**config.mk**
```make
export PLATFORM = sky130hd
export DESIGN_NAME = i2c_cmd_port
export DESIGN_NICKNAME = d
export VERILOG_FILES = /design/src/rtl/i2c_cmd_pkg.sv /design/src/rtl/cmd_sync_fifo.sv /design/src/rtl/cmd_validator.sv /design/src/rtl/sticky_flags.sv /design/src/rtl/i2c_cmd_port.sv
export SDC_FILE = /design/constraint.sdc
export NUM_CORES = 1
export LEC_CHECK = 0
export ABC_CLOCK_PERIOD_IN_PS = 2950
export BUFFER_PORTS_ARGS = -buffer_cell sky130_fd_sc_hd__buf_4
export CORE_MARGIN = 8
export CORE_UTILIZATION = 40
export CTS_CLUSTER_SIZE = 25
export DETAILED_ROUTE_END_ITERATION = 7
export GPL_TIMING_DRIVEN = 0
export PLACE_DENSITY = 0.6
export SYNTH_ARGS = -nofsm -noshare
export SYNTH_HDL_FRONTEND = slang
export SYNTH_SLANG_ARGS = --single-unit
```
**constraint.sdc**
```tcl
create_clock -name clk -period 2.95 [get_ports clk]
set_clock_uncertainty 0.2 [all_clocks]
set_input_delay 0.295 -clock clk [delete_from_list [all_inputs] [get_ports clk]]
set_output_delay 0.295 -clock clk [all_outputs]
set_load 0.1 [all_outputs]
```
**src/rtl/i2c_cmd_pkg.sv**
```systemverilog
package i2c_cmd_pkg;
  localparam int CMD_W  = 11;
  localparam int BYTE_W = 8;

  typedef struct packed {
    logic              restart;
    logic              stop;
    logic              rd;
    logic [BYTE_W-1:0] data;
  } cmd_word_t;

  // bit positions in the clear register and in the flag vector
  localparam int FLG_ABORT = 0;
  localparam int FLG_OVF   = 1;
  localparam int FLG_UDF   = 2;
  localparam int FLG_N     = 3;

  localparam logic [1:0] REG_DATA  = 2'd0;
  localparam logic [1:0] REG_CLEAR = 2'd1;
endpackage

```
**src/rtl/cmd_sync_fifo.sv**
```systemverilog
module cmd_sync_fifo #(
  parameter int WIDTH = 8,
  parameter int DEPTH = 8,
  localparam int PTR_W = (DEPTH > 1) ? $clog2(DEPTH) : 1,
  localparam int CNT_W = $clog2(DEPTH + 1)
) (
  input  logic             clk,
  input  logic             rst_n,
  input  logic             push,
  input  logic [WIDTH-1:0] wdata,
  input  logic             pop,
  output logic [WIDTH-1:0] rdata,
  output logic [CNT_W-1:0] count,
  output logic             full,
  output logic             empty
);
  logic [WIDTH-1:0] mem [DEPTH];
  logic [PTR_W-1:0] wr_ptr, wr_ptr_nxt, rd_ptr, rd_ptr_nxt;
  logic [CNT_W-1:0] cnt_nxt;
  logic             do_push, do_pop;

  assign full    = (count == CNT_W'(DEPTH));
  assign empty   = (count == '0);
  assign do_push = push && !full;
  assign do_pop  = pop && !empty;
  assign rdata   = mem[rd_ptr];

  function automatic logic [PTR_W-1:0] bump(input logic [PTR_W-1:0] p);
    return (p == PTR_W'(DEPTH - 1)) ? '0 : p + PTR_W'(1);
  endfunction

  always_comb begin
    wr_ptr_nxt = do_push ? bump(wr_ptr) : wr_ptr;
    rd_ptr_nxt = do_pop  ? bump(rd_ptr) : rd_ptr;
    cnt_nxt    = count;
    if (do_push && !do_pop)      cnt_nxt = count + CNT_W'(1);
    else if (do_pop && !do_push) cnt_nxt = count - CNT_W'(1);
  end

  always_ff @(posedge clk or negedge rst_n) begin
    if (!rst_n) begin
      wr_ptr <= '0;
      rd_ptr <= '0;
      count  <= '0;
    end else begin
      wr_ptr <= wr_ptr_nxt;
      rd_ptr <= rd_ptr_nxt;
      count  <= cnt_nxt;
    end
  end

  always_ff @(posedge clk) begin
    if (do_push) mem[wr_ptr] <= wdata;
  end
endmodule

```
**src/rtl/cmd_validator.sv**
```systemverilog
module cmd_validator (
  input  logic wr_hit,
  input  logic is_read,
  input  logic gen_call_done,
  input  logic special_en,
  input  logic slave_rd_req,
  input  logic queue_full,
  output logic accept,
  output logic abort_set,
  output logic overflow_set
);
  logic conflict;

  // a read command cannot follow a general call in special mode,
  // nor be started while a remote master waits for data
  always_comb begin
    conflict     = is_read && (slave_rd_req || (gen_call_done && special_en));
    abort_set    = wr_hit && conflict;
    overflow_set = wr_hit && !conflict && queue_full;
    accept       = wr_hit && !conflict && !queue_full;
  end
endmodule

```
**src/rtl/sticky_flags.sv**
```systemverilog
module sticky_flags #(
  parameter int N = 3
) (
  input  logic         clk,
  input  logic         rst_n,
  input  logic [N-1:0] set,
  input  logic [N-1:0] clr,
  output logic [N-1:0] q
);
  logic [N-1:0] q_nxt;

  for (genvar i = 0; i < N; i++) begin : g_flag
    always_comb q_nxt[i] = set[i] | (q[i] & ~clr[i]);

    always_ff @(posedge clk or negedge rst_n) begin
      if (!rst_n) q[i] <= 1'b0;
      else        q[i] <= q_nxt[i];
    end
  end
endmodule

```
**src/rtl/i2c_cmd_port.sv**
```systemverilog
module i2c_cmd_port
  import i2c_cmd_pkg::*;
#(
  parameter int ADDR_W   = 2,
  parameter int DATA_W   = 32,
  parameter int TX_DEPTH = 8,
  parameter int RX_DEPTH = 8,
  localparam int TX_LW   = $clog2(TX_DEPTH + 1),
  localparam int RX_LW   = $clog2(RX_DEPTH + 1)
) (
  input  logic              clk,
  input  logic              rst_n,
  input  logic              bus_sel,
  input  logic              bus_wr,
  input  logic [ADDR_W-1:0] bus_addr,
  input  logic [DATA_W-1:0] bus_wdata,
  output logic [DATA_W-1:0] bus_rdata,
  input  logic              gen_call_done,
  input  logic              special_en,
  input  logic              slave_rd_req,
  output logic              tx_valid,
  input  logic              tx_ready,
  output logic [CMD_W-1:0]  tx_cmd,
  input  logic              rx_valid,
  output logic              rx_ready,
  input  logic [BYTE_W-1:0] rx_data,
  output logic              irq_abort,
  output logic              flag_overflow,
  output logic              flag_underflow
);
  logic              wr_data_hit, rd_data_hit, clr_hit;
  cmd_word_t         wr_word, push_word;
  logic              tx_push, tx_pop, tx_full, tx_empty;
  logic              rx_push, rx_pop, rx_full, rx_empty;
  logic [BYTE_W-1:0] rx_head;
  logic [TX_LW-1:0]  tx_level;
  logic [RX_LW-1:0]  rx_level;
  logic              abort_set, ovf_set;
  logic [FLG_N-1:0]  flag_set, flag_clr, flag_q;
  logic              unused_wdata;

  assign unused_wdata = ^bus_wdata[DATA_W-1:CMD_W];

  // address decode
  always_comb begin
    wr_data_hit = bus_sel &&  bus_wr && (bus_addr == ADDR_W'(REG_DATA));
    rd_data_hit = bus_sel && !bus_wr && (bus_addr == ADDR_W'(REG_DATA));
    clr_hit     = bus_sel &&  bus_wr && (bus_addr == ADDR_W'(REG_CLEAR));
  end

  // command word capture; data of a read command is not kept
  always_comb begin
    wr_word   = cmd_word_t'(bus_wdata[CMD_W-1:0]);
    push_word = wr_word;
    if (wr_word.rd) push_word.data = '0;
  end

  cmd_validator u_val (
    .wr_hit        (wr_data_hit),
    .is_read       (wr_word.rd),
    .gen_call_done (gen_call_done),
    .special_en    (special_en),
    .slave_rd_req  (slave_rd_req),
    .queue_full    (tx_full),
    .accept        (tx_push),
    .abort_set     (abort_set),
    .overflow_set  (ovf_set)
  );

  assign tx_valid = !tx_empty;
  assign tx_pop   = tx_valid && tx_ready;

  cmd_sync_fifo #(.WIDTH(CMD_W), .DEPTH(TX_DEPTH)) u_txq (
    .clk   (clk),
    .rst_n (rst_n),
    .push  (tx_push),
    .wdata (push_word),
    .pop   (tx_pop),
    .rdata (tx_cmd),
    .count (tx_level),
    .full  (tx_full),
    .empty (tx_empty)
  );

  assign rx_ready = !rx_full;
  assign rx_push  = rx_valid && !rx_full;
  assign rx_pop   = rd_data_hit && !rx_empty;

  cmd_sync_fifo #(.WIDTH(BYTE_W), .DEPTH(RX_DEPTH)) u_rxq (
    .clk   (clk),
    .rst_n (rst_n),
    .push  (rx_push),
    .wdata (rx_data),
    .pop   (rx_pop),
    .rdata (rx_head),
    .count (rx_level),
    .full  (rx_full),
    .empty (rx_empty)
  );

  // read path: only the byte lane carries data
  always_comb begin
    bus_rdata = '0;
    if (rx_pop) bus_rdata[BYTE_W-1:0] = rx_head;
  end

  always_comb begin
    flag_set            = '0;
    flag_set[FLG_ABORT] = abort_set;
    flag_set[FLG_OVF]   = ovf_set;
    flag_set[FLG_UDF]   = rd_data_hit && rx_empty;
    flag_clr            = clr_hit ? bus_wdata[FLG_N-1:0] : '0;
  end

  sticky_flags #(.N(FLG_N)) u_flags (
    .clk   (clk),
    .rst_n (rst_n),
    .set   (flag_set),
    .clr   (flag_clr),
    .q     (flag_q)
  );

  assign irq_abort      = flag_q[FLG_ABORT];
  assign flag_overflow  = flag_q[FLG_OVF];
  assign flag_underflow = flag_q[FLG_UDF];
endmodule

```
==> flow_metrics.tcl <==
set metrics [dict create \
    dp_hpwl_um 9840 \
    grt_pass1_vias 4254 \
    fin_crit_sh 0.959 \
    dr_total_vias 3926 \
    antenna_found_initial 0 \
    worstMarginPinSlew_ns 0.943 \
    worstPathArrival_ns 2.92 \
    place_inst 715 \
    worstSetupStartpointType "flop" \
    p_sw_frac 0.386 \
    fin_nets 584 \
    netlist_top_cells_area "edfxtp_1, mux4_2, dfrtp_1, mux2_2, buf_4" \
    synth_top_cell_by_area "edfxtp_1" \
    grt_overflow_total 0 \
    core_um2 18500 \
    grt_max_degree 24 \
    grt_usage 0.132 \
    clock_path_buffers 2 \
    place_area_um2 8320 \
    vdd_drop_max_mv 0.559 \
    synth-async-reset-ratio 0.131 \
    drive_above_1_share 0.394 \
    synth_top_area_share 0.610 \
    drt-pass1-iter-count 4 \
    power_density_nw_per_um2 962 \
    finalSetupViolCount 0 \
    holdWs_ns 0.0556 \
    final.min_clock_period_ns 2.83 \
    via_per_inst 5.14 \
    cp-end-kind "flop" \
    max_freq_mhz 353 \
    power_frac_clock 0.234 \
    postSynthAreaPerCell_um2 18.5 \
    fin_util 0.492 \
    fillCellCount 1554 \
    slew_headroom 0.369 \
    yosysWarnings 0 \
    p_comb_frac 0.393 \
    row_count 50 \
    hp-class "in -> reg" \
    drv_slew 0 \
    synth_area_um2 7480 \
    synthCells 404 \
    cp_max_fo 6 \
    rsz0062_at_grt "yes" \
    cts_root_buffer "clkbuf_16" \
    clkSinkCount 175 \
    cts.htree.levels 4 \
    cts_buffers 17 \
    status "completed" \
    power_frac_seq 0.372 \
    gp_congestion 0.770 \
    wl_per_cell_um 19.7 \
    ys_types 50 \
    cts_tree "built" \
    crit_type "reg -> reg" \
    portBuffers 53 \
    synth_edf_count 152 \
    antenna_left 0 \
    synth-seq-cells 175 \
    internal_power_uw 5380 \
    num_io_pins 99 \
    pre_cts_slack_ns -0.233 \
    cp.required_ns 3.04 \
    die_area_um2 23300 \
    hold_violations 0 \
    antenna_cells 0 \
    area_delta_synth_final_pct 21.8 \
    worst_slack_ns 0.120 \
    drc 0 \
    start_util 0.404 \
    wl_um 15000 \
    dieHeight_um 153 \
    drt_iter0_markers 210 \
    grt_pass1_wl_um 23600 \
    die_w_um 153 \
    insertion_delay_ns 0.42 \
    final_cell_area_um2 9100 \
    p_switching_uw 3380 \
    clkTransAtPathRegs_ns 0.07 \
    ff2ff_setup_slack_ns 0.12 \
    synth_flop_cell "edfxtp_1" \
    ys_seq_area_frac 0.687 \
    maxCapViolations 0 \
    stdcell_count 764 \
    p_leak_uw 0.00326 \
]
[cells by family (layout without fill, tap and decap cells)]
logic type / after synthesis / after routing / share of synthesized area
xor+xnor: 4 / 4 / 0.00468
buf+inv: 44 / 147 / 0.0353
compound gates: 32 / 32 / 0.0306
simple gates: 68 / 68 / 0.0584
other cells: 1 / 24 / 0.000502
fa+ha+maj: 16 / 16 / 0.0288
mux: 64 / 64 / 0.154
flops: 175 / 175 / 0.687
[synth_stat cells (all sizes together) (6+ instances only)]
cell	number
edfxtp	152
mux4	38
dfrtp	23
nand2	7
o21ai	6
mux2	24
buf	31
nor3	7
a21oi	6
nor2b	7
ha	14
clkbuf	8
a22o	8
nor2	11
[through the flow]
step	TNS [ns]	power, uW
4_1_cts	0	8810
2_1_floorplan	0	5920
6_report	0	8760
3_3_place_gp	-13.41	6560
3_5_place_dp	-0.429	6670
5_1_grt	-0.0238	9150
[final timing paths]
check                               start               to  depth (start not counted)
max in group asynchronous           rst_n   u_rxq.count[2]                          2
min                           bus_addr[0]     u_flags.q[2]                          3
min reg2reg                  u_flags.q[2]     u_flags.q[2]                          1
min in group asynchronous           rst_n  u_rxq.wr_ptr[0]                          2
max reg2reg                u_txq.count[2]   u_txq.count[3]                          8
max                        u_txq.count[2]   u_txq.count[3]                          8
[layer usage]
layer	vias to the layer above	GRT usage	wire length, um
li1	1816	-	-
met4	0	0.0344	129
met5	-	0	0
met1	2029	0.156	6290
met2	69	0.235	8060
met3	12	0.0340	551
[worst max-delay path: stages (launching register included)]
cell and delay [ns]:
dfrtp_1 0.46, or4_4 0.57, nand2_4 0.12, ha_2 0.23, inv_1 0.13, ha_4 0.26, or4_1 0.51, o211ai_1 0.13
o211ai_1 0.11
[cells in the final DEF (no fill, tap or decap), types with 3 or more instances in the layout]
| cell | synthesis | routed |
|---|---|---|
| a21oi_1 | 6 | 6 |
| a22o_1 | 8 | 8 |
| and4b_1 | 3 | 3 |
| buf_4 | 24 | 84 |
| clkbuf_1 | 8 | 6 |
| clkbuf_16 | 0 | 17 |
| clkbuf_2 | 0 | 4 |
| clkinv_4 | 0 | 3 |
| clkinvlp_4 | 0 | 3 |
| conb_1 | 1 | 24 |
| dfrtp_1 | 23 | 19 |
| dfrtp_2 | 0 | 4 |
| dlygate4sd3_1 | 0 | 14 |
| edfxtp_1 | 152 | 152 |
| ha_1 | 14 | 11 |
| inv_1 | 5 | 4 |
| inv_6 | 0 | 4 |
| mux2_2 | 22 | 22 |
| mux4_2 | 38 | 38 |
| nand2_1 | 6 | 5 |
| nand2b_1 | 3 | 3 |
| nand3_1 | 5 | 5 |
| nand3b_1 | 3 | 3 |
| nor2_1 | 11 | 11 |
| nor2b_1 | 7 | 7 |
| nor3_2 | 1 | 5 |
| o211ai_1 | 4 | 4 |
| o21ai_0 | 6 | 6 |
| xnor2_1 | 4 | 4 |
[registers in the layout (all words and copies together), names as in the netlist]
name,cells
u_rxq.rd_ptr,3
u_txq.count,4
u_txq.wr_ptr,3
u_flags.q,3
u_rxq.mem,64
u_rxq.wr_ptr,3
u_txq.rd_ptr,3
u_rxq.count,4
u_txq.mem,88
[area by class of cell]
class	count	area, um2	share of cell area
Clock buffer	19	433	0.0475
Buffer	39	270	0.0297
Clock inverter	13	104	0.0114
Multi-Input combinational cell	208	2270	0.250
Inverter	5	18.8	0.00206
Tap cell	234	293	0.0322
Sequential cell	175	5140	0.565
Timing Repair Buffer	71	568	0.0624
[power by group through the flow]
| stage | combinational, uW | sequential, uW | clock, uW |
|---|---|---|---|
| CTS | 3480 | 3250 | 2080 |
| floorplan | 2700 | 3220 | 0 |
| global placement | 3300 | 3260 | 0 |
| global route | 3670 | 3310 | 2180 |
| finish | 3450 | 3260 | 2050 |
| detailed placement | 3380 | 3300 | 0 |
[timing repair]
action,4_1_cts,5_1_grt
endpoints found under the setup margin,21,7
pin swaps,1,2
hold buffers,14,0
resized for setup,12,8
hold endpoints to repair,114,0
setup buffers,2,1
No activity file was read; power rests on OpenSTA's default activity.
